--- src/rtl/brg_pkg.sv ---
package brg_pkg;
  localparam int unsigned CFG_W   = 32;
  localparam int unsigned PRE_POS = 0;
  localparam int unsigned DIV_LSB = 1;
  localparam int unsigned EN_POS  = 16;
  localparam int unsigned CLR_POS = 17;
endpackage

--- src/rtl/brg_cfg_reg.sv ---
module brg_cfg_reg
  import brg_pkg::*;
#(
  parameter int unsigned DIV_W = 12
) (
  input  logic             clk,
  input  logic             rst_n,
  input  logic             we,
  input  logic [CFG_W-1:0] wdata,
  output logic             en,
  output logic             pre_sel,
  output logic [DIV_W-1:0] div_n,
  output logic             clr
);
  logic unused_cfg_bits;
  assign unused_cfg_bits = ^wdata;

  always_ff @(posedge clk) begin
    if (!rst_n) begin
      en      <= 1'b0;
      pre_sel <= 1'b0;
      div_n   <= '0;
    end else if (we) begin
      en      <= wdata[EN_POS];
      pre_sel <= wdata[PRE_POS];
      div_n   <= wdata[DIV_LSB +: DIV_W];
    end
  end

  assign clr = we & wdata[CLR_POS];
endmodule

--- src/rtl/brg_prescale.sv ---
module brg_prescale #(
  parameter int unsigned PRE_W = 4
) (
  input  logic             clk,
  input  logic             rst_n,
  input  logic             en,
  input  logic             clr,
  input  logic             pre_sel,
  input  logic             tick_in,
  output logic             stage_tick,
  output logic [PRE_W-1:0] cnt
);
  localparam logic [PRE_W-1:0] LAST = '1;

  always_ff @(posedge clk) begin
    if (!rst_n) begin
      cnt <= '0;
    end else if (!en || clr || !pre_sel) begin
      cnt <= '0;
    end else if (tick_in) begin
      cnt <= cnt + 1'b1;
    end
  end

  assign stage_tick = en & ~clr & tick_in & (~pre_sel | (cnt == LAST));
endmodule

--- src/rtl/brg_divider.sv ---
module brg_divider #(
  parameter int unsigned DIV_W = 12
) (
  input  logic             clk,
  input  logic             rst_n,
  input  logic             en,
  input  logic             clr,
  input  logic             step,
  input  logic [DIV_W-1:0] div_n,
  output logic [DIV_W-1:0] cnt,
  output logic             wrap
);
  always_ff @(posedge clk) begin
    if (!rst_n) begin
      cnt <= '0;
    end else if (!en || clr) begin
      cnt <= '0;
    end else if (step) begin
      cnt <= (cnt == '0) ? div_n : cnt - 1'b1;
    end
  end

  assign wrap = step & (cnt == '0);
endmodule

--- src/rtl/brg_top.sv ---
module brg_top
  import brg_pkg::*;
#(
  parameter int unsigned DIV_W = 12,
  parameter int unsigned PRE_W = 4
) (
  input  logic             clk,
  input  logic             rst_n,
  input  logic             tick_in,
  input  logic             cfg_we,
  input  logic [CFG_W-1:0] cfg_wdata,
  output logic             baud_tick
);
  localparam int unsigned PCW = (PRE_W > 0) ? PRE_W : 1;

  logic             cfg_en;
  logic             cfg_pre;
  logic [DIV_W-1:0] cfg_div;
  logic             cfg_clr;
  logic             stage_tick;
  logic [PCW-1:0]   pre_cnt;
  logic [DIV_W-1:0] div_cnt;
  logic             div_wrap;

  brg_cfg_reg #(.DIV_W(DIV_W)) u_cfg (
    .clk(clk), .rst_n(rst_n), .we(cfg_we), .wdata(cfg_wdata),
    .en(cfg_en), .pre_sel(cfg_pre), .div_n(cfg_div), .clr(cfg_clr)
  );

  generate
    if (PRE_W > 0) begin : g_pre
      brg_prescale #(.PRE_W(PRE_W)) u_pre (
        .clk(clk), .rst_n(rst_n), .en(cfg_en), .clr(cfg_clr),
        .pre_sel(cfg_pre), .tick_in(tick_in),
        .stage_tick(stage_tick), .cnt(pre_cnt)
      );
    end else begin : g_nopre
      assign pre_cnt    = '0;
      assign stage_tick = cfg_en & ~cfg_clr & tick_in;
    end
  endgenerate

  brg_divider #(.DIV_W(DIV_W)) u_div (
    .clk(clk), .rst_n(rst_n), .en(cfg_en), .clr(cfg_clr),
    .step(stage_tick), .div_n(cfg_div), .cnt(div_cnt), .wrap(div_wrap)
  );

  always_ff @(posedge clk) begin
    if (!rst_n) baud_tick <= 1'b0;
    else        baud_tick <= div_wrap;
  end
endmodule

--- config.mk ---
export PLATFORM = sky130hd
export DESIGN_NAME = brg_top
export DESIGN_NICKNAME = d
export VERILOG_FILES = /design/src/rtl/brg_pkg.sv /design/src/rtl/brg_cfg_reg.sv /design/src/rtl/brg_prescale.sv /design/src/rtl/brg_divider.sv /design/src/rtl/brg_top.sv
export SDC_FILE = /design/constraint.sdc
export NUM_CORES = 1
export LEC_CHECK = 0
export ABC_AREA = 0
export BUFFER_PORTS_ARGS = -buffer_cell sky130_fd_sc_hd__buf_2
export CAP_MARGIN = 20
export CORE_UTILIZATION = 53
export DETAILED_ROUTE_END_ITERATION = 10
export GPL_TIMING_DRIVEN = 0
export PLACE_DENSITY = 0.78
export SLEW_MARGIN = 30
export SYNTH_ARGS = -nofsm -noshare
export SYNTH_HDL_FRONTEND = slang
export SYNTH_SLANG_ARGS = --single-unit
--- constraint.sdc ---
create_clock -name clk -period 3.1 [get_ports clk]
set_clock_uncertainty 0.05 [all_clocks]
set_input_delay 0.155 -clock clk [delete_from_list [all_inputs] [get_ports clk]]
set_output_delay 0.155 -clock clk [all_outputs]
set_load 0.03 [all_outputs]
==> results.md <==
* Outcome: completed
* CTS tree: yes
* Clk buf depth at 2
* Placed Area at 0.00170 sq mm
* Fill cells at 253
* Max-Cap Viols at 0
* Via Count at 1369
* Place WS at 616 ps
* CTS Buf Count at 5
* # IOs at 37
* Slew Limit Fails at 0
* Total Wirelength at 3260 microns
* Seq. cell area at 621 sq um
* Via density at 6.03
* Post-Syn Instances at 173
* Residual DRC at 0
* Power Dens Cells at 413 mW/mm^2
* Hold buffer count at CTS at 0
* Pleak at 0.708 nW
* Syn. warnings at 0
* Post-synth EDFFs at 0
* DIE AREA at 0.00319 sq mm
* Fin Hold WS at 22.3 ps
* Most frequent cells in the layout: 31 x dfxtp_1, 18 x mux2i_1, 17 x buf_2
* Final Worst Setup Slack at 574 ps
* Crit path required time at 3280 ps
* Clock Sinks at 31
* Reg clk slew, reported paths at 100 ps
* Most common cell after layout, fill and taps aside: dfxtp_1
* Dpl hpwl at 2430 microns
* RSZ-0062 raised after global routing: false
* First-pass GRT wire length at 5780 microns
* Layout Nets at 236
* Multi-input logic area at 892 sq um
* Tmin final at 2530 ps
* CTS root buffer: clkbuf_4
* Pwr Total at 718 uW
* Effective utilization at floorplan at 56.5%
* Seq/Total Area, Yosys at 39.5%
* Hold Path Class: input pin to register
* Clk_lat worst skew at 350 ps
* CP endpoint kind: register
* Avg WL per Cell at 14.3 microns
* Setup TNS at 0 ps
* Ys async rst share at 0%
* Std-Cell Rows at 19
* Syn Nets at 212
* Peak VDD IR at 0.000381 V
* Area grow syn2layout at 10.5%
* Mapped Area at 0.00157 sq mm
* Post-route design area at 0.00174 sq mm
* Crit share post-route at 81.5%
* Final core utilization at 62.5%
* CP Data Arrival Time at 2710 ps
* Yosys reg bits at 31
* Total track usage at 24.0%
* Final Hold Viols at 0
* Max FO, Critical Path at 9
* First-pass iteration count of the detailed router at 4
* Gp weighted congestion at 0.875
* Final setup vio count at 0
* Resized cells post-CTS at 0
* Maximum clock rate at 0.396 GHz
* Initial antenna violation count at 0
* Core area at 0.00278 sq mm
* Dpl cells at 221
* ANT nets after route at 0
* Slew HR at 46.6%
* Critical path class: register to register
* Avg Cell Area, Syn at 9.09 sq um
* Share of post-route cells with drive strength above 1 at 14.8%
* Initial drt markers at 45
* Maximum number of pins on one net before global-route repair at 11
* Worst Tran Pin Value at 798 ps
* Top FF cell, synth: dfxtp_1
* Vias in the first global route at 1370
* Post-CTS Setup Inserts at 0
* Die Height at 56.5 microns
* H-tree depth at 2
* Die X at 56.5 microns
* Fin cells at 227
* GRT overflow at 0
* I/O Buffers at 17
* Antenna cells at 0
* Synth cell types at 46
* Critical path launch point type: register
==> final timing paths <==
check                    start              to  slack, ps  depth (start not counted)
setup / recovery  u_div.cnt[8]    u_div.cnt[4]        570                          6
hold / removal    cfg_wdata[6]  u_cfg.div_n[5]         20                          3
setup reg to reg  u_div.cnt[8]    u_div.cnt[4]        570                          6
hold reg to reg   u_div.cnt[5]    u_div.cnt[5]        440                          2
==> layer usage <==
layer | track usage, % | vias to the layer above | part of all wire [%]
li1 | - | 683 | -
met1 | 28.2 | 629 | 42
met2 | 37.8 | 48 | 48
met3 | 5.30 | 9 | 7.4
met4 | 18.1 | 0 | 2.5
met5 | 0 | - | 0
==> critical path, stage by stage (launching register included) <==
cell      delay, ps
dfxtp_1         310
clkbuf_1        160
nor4_1          530
or4b_1          490
buf_4           190
a2111o_1        410
a32o_1          260
==> cells in the mapped netlist, drive strengths merged, types with 4 or more instances <==
library cell | instances | area (sq um)
dfxtp | 31 | 621
a21oi | 7 | 35.0
o21ai | 4 | 20.0
nor2 | 9 | 33.8
o22ai | 4 | 25.0
inv | 7 | 26.3
nand2 | 11 | 41.3
nor3 | 4 | 20.0
nand3 | 5 | 25.0
mux2i | 18 | 180
clkbuf | 7 | 26.3
nor2b | 15 | 93.8
==> kinds of logic (layout without fill, tap and decap cells) <==
logic type	after synthesis	count (layout)	share of synthesized area [%]
mux	19	19	12.2
buf+inv	15	38	3.82
compound gates	39	39	18.3
flops	31	31	39.5
simple gates	63	63	22.2
fa+ha+maj	3	3	2.39
xor+xnor	3	3	1.67
==> power breakdown <==
part           total (mW)  switching (mW)  internal [mW]  leakage [nW]
Combinational      0.0851          0.0447         0.0404         0.431
Sequential          0.419         0.00845          0.410         0.253
Clock               0.214           0.134         0.0804        0.0242
Total               0.718           0.187          0.531         0.708
==> final cells by class <==
type	count	share of cell area (%)
well taps	31	2.23
repair buffers	17	4.90
plain buffers	8	1.94
flip-flops and latches	31	35.7
multi-input cells	127	51.3
clock buffers	6	2.38
inverters	7	1.51
==> sequential cells by signal, summed over array words and instances, names as in the netlist <==
name	count
u_cfg.pre_sel	1
u_cfg.en	1
baud_tick	1
g_pre.u_pre.cnt	4
u_cfg.div_n	12
u_div.cnt	12
(Power assumes the default switching activity.)
